--- src/rtl/qwagu_pkg.sv ---
`timescale 1ns/1ps
package qwagu_pkg;
    typedef enum logic [2:0] {
        OP_RD   = 3'd0,
        OP_WR   = 3'd1,
        OP_LEA  = 3'd2,
        OP_PUSH = 3'd3,
        OP_POP  = 3'd4,
        OP_CALL = 3'd5,
        OP_RET  = 3'd6,
        OP_BAD  = 3'd7
    } agu_op_e;

    typedef enum logic [2:0] {
        ST_IDLE    = 3'd0,
        ST_CALC    = 3'd1,
        ST_ACCESS  = 3'd2,
        ST_RETWAIT = 3'd3,
        ST_FINISH  = 3'd4
    } agu_state_e;
endpackage

--- src/rtl/qwagu_ea_calc.sv ---
`timescale 1ns/1ps
module qwagu_ea_calc #(
    parameter int XLEN   = 64,
    parameter int DISPW  = 32,
    parameter int RNUMW  = 4,
    parameter int SP_NUM = 4,
    parameter int SH     = 3
) (
    input  logic             base_en,
    input  logic [XLEN-1:0]  base_val,
    input  logic             idx_en,
    input  logic [XLEN-1:0]  idx_val,
    input  logic [RNUMW-1:0] idx_num,
    input  logic [DISPW-1:0] disp,
    output logic [XLEN-1:0]  ea,
    output logic             idx_bad,
    output logic             misal
);
    localparam int EXTW = XLEN - DISPW;

    logic [XLEN-1:0] base_term;
    logic [XLEN-1:0] idx_term;
    logic [XLEN-1:0] disp_term;

    always_comb begin
        base_term = base_en ? base_val : '0;
        idx_term  = idx_en ? (idx_val << SH) : '0;
        disp_term = {{EXTW{disp[DISPW-1]}}, disp};
        ea        = base_term + idx_term + disp_term;
        idx_bad   = idx_en && (idx_num == RNUMW'(SP_NUM));
        misal     = |ea[SH-1:0];
    end
endmodule

--- src/rtl/qwagu_stack_calc.sv ---
`timescale 1ns/1ps
module qwagu_stack_calc #(
    parameter int XLEN       = 64,
    parameter int SLOT_BYTES = 8,
    parameter int SH         = 3
) (
    input  logic [XLEN-1:0] sp,
    input  logic            grow,
    output logic [XLEN-1:0] acc_addr,
    output logic [XLEN-1:0] sp_new,
    output logic            misal
);
    localparam logic [XLEN-1:0] SLOT = XLEN'(SLOT_BYTES);

    always_comb begin
        if (grow) begin
            sp_new   = sp - SLOT;
            acc_addr = sp_new;
        end else begin
            sp_new   = sp + SLOT;
            acc_addr = sp;
        end
        misal = |sp[SH-1:0];
    end
endmodule

--- src/rtl/qw_agu.sv ---
`timescale 1ns/1ps
module qw_agu
    import qwagu_pkg::*;
#(
    parameter int XLEN       = 64,
    parameter int DISPW      = 32,
    parameter int RNUMW      = 4,
    parameter int SP_NUM     = 4,
    parameter int SLOT_BYTES = 8
) (
    input  logic             clk,
    input  logic             rst_n,
    input  logic             start,
    input  logic [2:0]       op,
    input  logic             base_en,
    input  logic [XLEN-1:0]  base_val,
    input  logic             idx_en,
    input  logic [XLEN-1:0]  idx_val,
    input  logic [RNUMW-1:0] idx_num,
    input  logic [DISPW-1:0] disp,
    input  logic [XLEN-1:0]  sp_val,
    input  logic [XLEN-1:0]  pc_val,
    input  logic [XLEN-1:0]  target_val,
    input  logic [XLEN-1:0]  src_val,
    input  logic [XLEN-1:0]  mem_rdata,
    output logic             done,
    output logic             fault,
    output logic [XLEN-1:0]  ea,
    output logic [XLEN-1:0]  sp_next,
    output logic [XLEN-1:0]  pc_next,
    output logic             pc_we,
    output logic [XLEN-1:0]  mem_addr,
    output logic             mem_rd,
    output logic             mem_wr,
    output logic [XLEN-1:0]  mem_wdata
);
    localparam int SH = $clog2(SLOT_BYTES);
    localparam logic [XLEN-1:0] SLOT = XLEN'(SLOT_BYTES);

    agu_state_e state, state_n;

    agu_op_e          op_q;
    logic             base_en_q, idx_en_q;
    logic [XLEN-1:0]  base_q, idx_q, sp_q, pc_q, tgt_q, src_q;
    logic [RNUMW-1:0] inum_q;
    logic [DISPW-1:0] disp_q;

    logic [XLEN-1:0]  addr_r, sp_r, pc_r;
    logic             fault_r;

    logic [XLEN-1:0]  ea_raw, st_addr, st_sp;
    logic             idx_bad, ea_mis, st_mis;
    logic             is_stack, is_grow, is_read, is_write;
    logic             fault_n, acc_n;
    logic [XLEN-1:0]  addr_n, sp_n, pc_n;

    qwagu_ea_calc #(
        .XLEN(XLEN), .DISPW(DISPW), .RNUMW(RNUMW), .SP_NUM(SP_NUM), .SH(SH)
    ) u_ea (
        .base_en (base_en_q),
        .base_val(base_q),
        .idx_en  (idx_en_q),
        .idx_val (idx_q),
        .idx_num (inum_q),
        .disp    (disp_q),
        .ea      (ea_raw),
        .idx_bad (idx_bad),
        .misal   (ea_mis)
    );

    qwagu_stack_calc #(
        .XLEN(XLEN), .SLOT_BYTES(SLOT_BYTES), .SH(SH)
    ) u_stk (
        .sp      (sp_q),
        .grow    (is_grow),
        .acc_addr(st_addr),
        .sp_new  (st_sp),
        .misal   (st_mis)
    );

    // Operation classification and fault decision for the CALC state
    always_comb begin
        is_stack = (op_q == OP_PUSH) || (op_q == OP_POP) ||
                   (op_q == OP_CALL) || (op_q == OP_RET);
        is_grow  = (op_q == OP_PUSH) || (op_q == OP_CALL);
        is_read  = (op_q == OP_RD)   || (op_q == OP_POP) || (op_q == OP_RET);
        is_write = (op_q == OP_WR)   || (op_q == OP_PUSH) || (op_q == OP_CALL);
        unique case (op_q)
            OP_RD, OP_WR:                     fault_n = idx_bad | ea_mis;
            OP_LEA:                           fault_n = idx_bad;
            OP_PUSH, OP_POP, OP_CALL, OP_RET: fault_n = st_mis;
            default:                          fault_n = 1'b1;
        endcase
        acc_n  = !fault_n && (is_read || is_write);
        addr_n = is_stack ? st_addr : ea_raw;
        sp_n   = (is_stack && !fault_n) ? st_sp : sp_q;
        pc_n   = ((op_q == OP_CALL) && !fault_n) ? tgt_q : pc_q;
    end

    // Next-state logic
    always_comb begin
        unique case (state)
            ST_IDLE:    state_n = start ? ST_CALC : ST_IDLE;
            ST_CALC:    state_n = acc_n ? ST_ACCESS : ST_FINISH;
            ST_ACCESS:  state_n = (op_q == OP_RET) ? ST_RETWAIT : ST_FINISH;
            ST_RETWAIT: state_n = ST_FINISH;
            ST_FINISH:  state_n = ST_IDLE;
            default:    state_n = ST_IDLE;
        endcase
    end

    // State register
    always_ff @(posedge clk or negedge rst_n) begin
        if (!rst_n) state <= ST_IDLE;
        else        state <= state_n;
    end

    // Operand capture and result registers
    always_ff @(posedge clk or negedge rst_n) begin
        if (!rst_n) begin
            op_q      <= OP_RD;
            base_en_q <= 1'b0;
            idx_en_q  <= 1'b0;
            base_q    <= '0;
            idx_q     <= '0;
            inum_q    <= '0;
            disp_q    <= '0;
            sp_q      <= '0;
            pc_q      <= '0;
            tgt_q     <= '0;
            src_q     <= '0;
            addr_r    <= '0;
            sp_r      <= '0;
            pc_r      <= '0;
            fault_r   <= 1'b0;
        end else begin
            unique case (state)
                ST_IDLE: begin
                    if (start) begin
                        op_q      <= agu_op_e'(op);
                        base_en_q <= base_en;
                        idx_en_q  <= idx_en;
                        base_q    <= base_val;
                        idx_q     <= idx_val;
                        inum_q    <= idx_num;
                        disp_q    <= disp;
                        sp_q      <= sp_val;
                        pc_q      <= pc_val;
                        tgt_q     <= target_val;
                        src_q     <= src_val;
                    end
                end
                ST_CALC: begin
                    addr_r  <= addr_n;
                    sp_r    <= sp_n;
                    pc_r    <= pc_n;
                    fault_r <= fault_n;
                end
                ST_RETWAIT: pc_r <= mem_rdata;
                default: ;
            endcase
        end
    end

    // Port outputs
    always_comb begin
        done      = (state == ST_FINISH);
        fault     = fault_r;
        ea        = addr_r;
        sp_next   = sp_r;
        pc_next   = pc_r;
        pc_we     = done && !fault_r && ((op_q == OP_CALL) || (op_q == OP_RET));
        mem_addr  = addr_r;
        mem_rd    = (state == ST_ACCESS) && is_read;
        mem_wr    = (state == ST_ACCESS) && is_write;
        mem_wdata = (op_q == OP_CALL) ? pc_q : src_q;
    end

    // Checks on the sequence
    assert_one_dir_R3: assert property (@(posedge clk) disable iff (!rst_n)
        !(mem_rd && mem_wr));

    assert_fault_blocks_R10: assert property (@(posedge clk) disable iff (!rst_n)
        (mem_rd || mem_wr) |-> !fault);

    assert_aligned_access_R5: assert property (@(posedge clk) disable iff (!rst_n)
        (mem_rd || mem_wr) |-> (mem_addr[SH-1:0] == '0));

    assert_idx_sp_R4: assert property (@(posedge clk) disable iff (!rst_n)
        ((state == ST_CALC) && idx_en_q && (inum_q == RNUMW'(SP_NUM)) &&
         ((op_q == OP_RD) || (op_q == OP_WR) || (op_q == OP_LEA))) |=> fault);

    assert_push_step_R6: assert property (@(posedge clk) disable iff (!rst_n)
        (done && !fault && ((op_q == OP_PUSH) || (op_q == OP_CALL)))
            |-> (sp_next + SLOT == sp_q));

    assert_pop_step_R7: assert property (@(posedge clk) disable iff (!rst_n)
        (done && !fault && ((op_q == OP_POP) || (op_q == OP_RET)))
            |-> (sp_next == sp_q + SLOT));

    assert_pc_strobe_R8: assert property (@(posedge clk) disable iff (!rst_n)
        pc_we |-> done);

    assert_done_pulse_R11: assert property (@(posedge clk) disable iff (!rst_n)
        done |=> !done);

    assert_bad_op_R12: assert property (@(posedge clk) disable iff (!rst_n)
        (done && (op_q == OP_BAD)) |-> fault);
endmodule

--- config.mk ---
export PLATFORM = sky130hd
export DESIGN_NAME = qw_agu
export DESIGN_NICKNAME = d
export VERILOG_FILES = /design/src/rtl/qwagu_pkg.sv /design/src/rtl/qwagu_ea_calc.sv /design/src/rtl/qwagu_stack_calc.sv /design/src/rtl/qw_agu.sv
export SDC_FILE = /design/constraint.sdc
export NUM_CORES = 2
export LEC_CHECK = 0
export CORE_AREA = 4 4 320 322
export DETAILED_ROUTE_END_ITERATION = 10
export DIE_AREA = 0 0 324 326
export DONT_BUFFER_PORTS = 1
export REMOVE_ABC_BUFFERS = 1
export SYNTH_ARGS = -nofsm -noshare
export SYNTH_HDL_FRONTEND = slang
export SYNTH_SLANG_ARGS = --single-unit
--- constraint.sdc ---
create_clock -name clk -period 5.7 [get_ports clk]
set_input_delay 1.14 -clock clk [delete_from_list [all_inputs] [get_ports clk]]
set_output_delay 1.14 -clock clk [all_outputs]
set_load 0.02 [all_outputs]
* Word-level counts from Yosys, hierarchy flattened
Cells that the tools add are included.
** Word-level totals
- Register bits :: 618
- Latch bits :: 0
- Bits in writable memories :: 0
- Memory bits (read-only) :: 0
- Word-level logic and storage cells :: 74
- Memories :: 0
** Cells by class
- $add $sub $neg :: 4
- Multiply operators :: 0
- Divide/modulo/power cells :: 0
- Magnitude comparators :: 0
- Equality and inequality tests :: 11
- Shift operators :: 0
- Mux-type cells :: 14
- Bitwise logic cells :: 1
- Reductions and logical operators :: 28
** Operators with widths (number)
- $mux W64 :: 8
- $add A64 B64 Y64 :: 2
- $pmux W64 S2 :: 1
- $add A64 B4 Y64 const B :: 1
- $sub A64 B4 Y64 const B :: 1
- $eq A3 B2 Y1 const B :: 4
- $eq A3 B3 Y1 const B :: 4
- $pmux W3 S4 :: 1
- $logic_or A1 B1 Y1 :: 10
- $logic_and A1 B1 Y1 :: 8
- $eq A3 B1 Y1 const B :: 2
- $logic_not A3 Y1 :: 2
- $mux W3 :: 2
- $reduce_or A3 Y1 :: 2
- $eq A4 B3 Y1 const B :: 1
- $reduce_or A4 Y1 :: 1
- $pmux W1 S3 :: 1
- $logic_not A1 Y1 :: 2
- $reduce_and A2 Y1 :: 1
- $reduce_bool A2 Y1 :: 1
- $reduce_or A2 Y1 :: 1
- $mux W1 :: 1
- $or A1 B1 Y1 :: 1

* Depth between registers and ports, before layout
- Depth in word-level cells :: 10
- Depth in mapped cells :: 17
- Depth with buffers taken out :: 15

* Cells and area by module
From an unflattened synthesis, not the netlist that was laid out.
** Second synthesis, totals
- Cells, all modules :: 3434
- Area total of the unflattened synthesis :: 36528.8 µm²
** Modules (own cells, without submodules)
- qw_agu :: instances 1, cells each 2193, area each 27595.2 µm², sequential area each 15539.9 µm²
- qwagu_ea_calc :: instances 1, cells each 775, area each 5945.7 µm², sequential area each 0.0 µm²
- qwagu_stack_calc :: instances 1, cells each 466, area each 2987.9 µm², sequential area each 0.0 µm²

* Worst setup path after synthesis
Ideal clock, no wire load.
- Path type :: register to register
- Start point :: reg disp_q[31]
- End point :: reg addr_r[59], in the netlist ea[59]
- Setup time :: 0.134 ns
- Data arrival time :: 4.655 ns
- Data required time :: 5.566 ns
- Slack :: 0.911 ns
- Stages on the path, launching flop included :: 14
- Path buffers :: 1
- Clock period less this slack :: 4.789 ns
- Path through :: dfrtp_1 fa_1 ha_1 clkbuf_1 a2111oi_0 o21ai_0 a31o_2 a21oi_1 nand2_1 o31ai_1 o21ai_0 xor2_1 a221oi_1 o21ai_0
** On the way
- Word-level cells in the longest chain between the ends :: 2
** Ends and longest elaborated chain
- start: declaration :: RTL line qw_agu.sv:46 : logic [DISPW-1:0] disp_q;
- start signal: assignment :: RTL line qw_agu.sv:146 : disp_q <= disp;
- $add A64 B64 Y64 :: RTL line qwagu_ea_calc.sv:29 : ea = base_term + idx_term + disp_term;
- $mux W64 :: RTL line qw_agu.sv:95 : addr_n = is_stack ? st_addr : ea_raw;
- end signal: assignment :: RTL line qw_agu.sv:154 : addr_r <= addr_n;
- end: declaration :: RTL line qw_agu.sv:48 : logic [XLEN-1:0] addr_r, sp_r, pc_r;
Every way passes these cells.
A chain may end at the register's enable or synchronous reset.

* Final worst setup path
- Start point :: reg idx_en_q
- End point :: reg addr_r[44], in the netlist ea[44]
** On the way
- Word-level cells in the longest chain between the ends :: 4
** Ends and longest elaborated chain
- start: declaration :: RTL line qw_agu.sv:43 : logic base_en_q, idx_en_q;
- start signal: assignment :: RTL line qw_agu.sv:142 : idx_en_q <= idx_en;
- $mux W64 :: RTL line qwagu_ea_calc.sv:27 : idx_term = idx_en ? (idx_val << SH) : '0;
- $add A64 B64 Y64 (2 in a row) :: RTL line qwagu_ea_calc.sv:29
- $mux W64 :: RTL line qw_agu.sv:95
Every way passes these cells.

==> results.json <==
{
  "status": "complete, but fails checks",
  "violations": "max-slew violations",
  "cp_slowest_stage_delay_ns": 0.76,
  "synthTopCellsByArea": "dfrtp_1 (44%), mux2_2 (15%), o21ai_0 (3.9%)",
  "viasPerCell": 5.53,
  "ys_ff_latch": 618,
  "antenna_left": 0,
  "fin_crit_sh": 0.868,
  "grt-ovfl-total": 0,
  "rsz0062_at_grt": "false",
  "cts_tree": "done",
  "arrival_ns": 5.44,
  "place_congestion": 0.903,
  "slew_headroom": -0.942,
  "first_pass_iters": 5,
  "row_count": 116,
  "path_max_fanout": 39,
  "hpwl_mm": 87.4,
  "core_um2": 99600,
  "synthTopCellsByCount": "dfrtp_1 (618), mux2_2 (476), nand2_1 (339)",
  "cts.sinks": 618,
  "async_reset_ff_frac": 1.00,
  "synthCells": 3395,
  "worst_pin_slew_ns": 2.91,
  "netlist_area_um2": 34900,
  "critPathLaunchType": "flop",
  "drc": 0,
  "insertion_delay_ns": 0.64,
  "post-cts-setup-buffer-count": 0,
  "yosysWarnings": 0,
  "numCtsBuffers": 75,
  "avgRoutedWirePerCell_um": 25.8,
  "final-hold-violation-count": 0,
  "die-area_um2": 106000,
  "cap_viol_max_count": 0,
  "cts_hold_buffers": 0,
  "wl_met1_mm": 48.8,
  "path_clk_slew_ns": 0.06,
  "top_layer_used": "met5",
  "synth_area_leader_cell": "dfrtp_1",
  "area.growth.synth_to_final_pct": 9.44,
  "cp.required_ns": 6.19,
  "post-synth-top-count-cell": "dfrtp_1",
  "period_needed_ns": 4.95,
  "multiInputGateArea_um2": 18000,
  "drt-total-wl_mm": 117,
  "htreeDepth": 3,
  "drive_gt1_frac": 0.213,
  "path_common_cell": "nor3_1",
  "crit_type": "reg -> reg",
  "crit_slowest_cell": "a2111oi_0",
  "seq_area_frac_synth": 0.443,
  "path_cells": "buf_4, and2_1, fa_1, ha_1, nand4_1, a2111oi_0, nor3_1, nor3_1, a211oi_2, xnor2_1, a221oi_1, o21ai_0",
  "hp-class": "in -> async",
  "clk_path_buf_depth": 3,
  "grt_first_pass_wirelength_mm": 173,
  "synth-edff-count": 0,
  "grt_max_degree": 619,
  "wl_met3_mm": 9.94,
  "clock_skew_ns": 0.0249,
  "slew_violations": 331,
  "cts_root_buffer": "clkbuf_16",
  "grt_pass1_vias": 25656,
  "regArea_um2": 15500,
  "synth_flop_cell": "dfrtp_1",
  "die_x_um": 324,
  "setup_viol": 0,
  "num-fill-cells": 9857,
  "die_h_um": 326,
  "syn_avg_cell_area_um2": 10.3,
  "yosysTopAreaCellShare": 0.443,
  "drtIter0Drc": 1403,
  "fin_nets": 3805,
  "track_usage": 0.217,
  "cts_resized": 0,
  "ios": 817,
  "port-buffer-count": 0,
  "tns_ns": 0,
  "timing.fmax_ghz": 0.202,
  "dr_total_vias": 25219,
  "critPathCaptureType": "flop",
  "antenna_found_initial": 68,
  "ys_types": 84,
  "wl_met2_mm": 55.5,
  "initial_core_util": 0.351
}
[metrics by stage]
step	hold slack [ns]	cell area (µm²)	util	std cells	setup slack [ns]
floorplan	0.461	33500	-	3078	-43.95
detailed placement	0.488	35500	0.356	4404	0.743
global route	0.167	38200	0.384	4551	0.351
global placement	0.482	35500	0.356	4404	0.754
finish	0.217	38200	0.384	4560	0.754
CTS	0.147	38200	0.384	4542	0.729
[critical path, delay by kind of cell (launching register included)]
| family | cells | cell delay (ns) |
|---|---|---|
| AOI/OAI and AO/OA | 4 | 1.38 |
| xor gates and xnor gates | 1 | 0.24 |
| adders and majority gates | 2 | 0.95 |
| buffers and inverters | 1 | 0.43 |
| DFF | 1 | 0.68 |
| and+or+nand+nor | 4 | 1.09 |
[state kept, by name, indices dropped and copies added (netlist names), 64 cells and up]
signal / count
pc_next: 64
ea: 64
base_q: 64
sp_q: 64
tgt_q: 64
src_q: 64
sp_next: 64
pc_q: 64
[final cells by class]
class	count	share of cell area
Clock buffer	99	0.0565
Multi-Input combinational cell	2425	0.470
Timing Repair Buffer	28	0.00746
Clock inverter	39	0.0147
Sequential cell	618	0.405
Inverter	35	0.00344
Tap cell	1298	0.0425
Antenna cell	18	0.00118
[cells by family (layout without fill, tap and decap cells)]
logic type,count (synthesis),in the layout,synth area share
muxes,544,544,0.173
buffers and inverters,352,201,0.0453
other,0,18,0
adders and majority gates,130,130,0.0597
DFF,618,618,0.443
xor gates and xnor gates,123,123,0.0308
and+or+nand+nor,931,931,0.131
AOI/OAI and AO/OA,697,697,0.118
[layout by cell type (no fill, tap or decap), types with 31 or more instances in the layout]
| master | synthesis | final |
|---|---|---|
| nand2_1 | 339 | 339 |
| ha_1 | 69 | 69 |
| o21ai_0 | 269 | 269 |
| mux2i_1 | 68 | 68 |
| a221oi_1 | 33 | 33 |
| mux2_2 | 476 | 476 |
| inv_1 | 34 | 33 |
| a31oi_1 | 31 | 31 |
| nand4_1 | 43 | 43 |
| nor2_1 | 211 | 210 |
| a21oi_1 | 204 | 204 |
| clkbuf_16 | 0 | 78 |
| nand3_1 | 45 | 44 |
| a21o_1 | 33 | 33 |
| xor2_1 | 44 | 43 |
| xnor2_1 | 79 | 78 |
| and2_1 | 129 | 128 |
| dfrtp_1 | 618 | 614 |
| fa_1 | 61 | 61 |
| nor3_1 | 48 | 48 |
[path summary, 6_finish.rpt]
| path | from | end | slack (ns) | cells past startpoint |
|---|---|---|---|---|
| worst max-delay path | idx_en_q$_DFFE_PN0P_ | ea[44]$_DFFE_PN0P_ | 0.75 | 12 |
| worst min-delay path | rst_n | sp_q[63]$_DFFE_PN0P_ | 0.22 | 0 |
| worst max register to register | idx_en_q$_DFFE_PN0P_ | ea[44]$_DFFE_PN0P_ | 0.75 | 12 |
| worst min register to register | base_q[30]$_DFFE_PN0P_ | base_q[30]$_DFFE_PN0P_ | 0.50 | 1 |
| max in group asynchronous | rst_n | state[1]$_DFF_PN0_ | 2.80 | 0 |
| min in group clk | base_q[30]$_DFFE_PN0P_ | base_q[30]$_DFFE_PN0P_ | 0.50 | 1 |
[per-layer routing]
| layer | vias up | global-route usage |
|---|---|---|
| met2 | 958 | 0.356 |
| met3 | 225 | 0.0693 |
| met5 | - | 0 |
| met1 | 12498 | 0.277 |
| li1 | 11510 | - |
| met4 | 28 | 0.0576 |
Power is left out: the tool's default activity adds up to more than one toggle a clock period on the data nets, which glitch-free logic cannot reach.
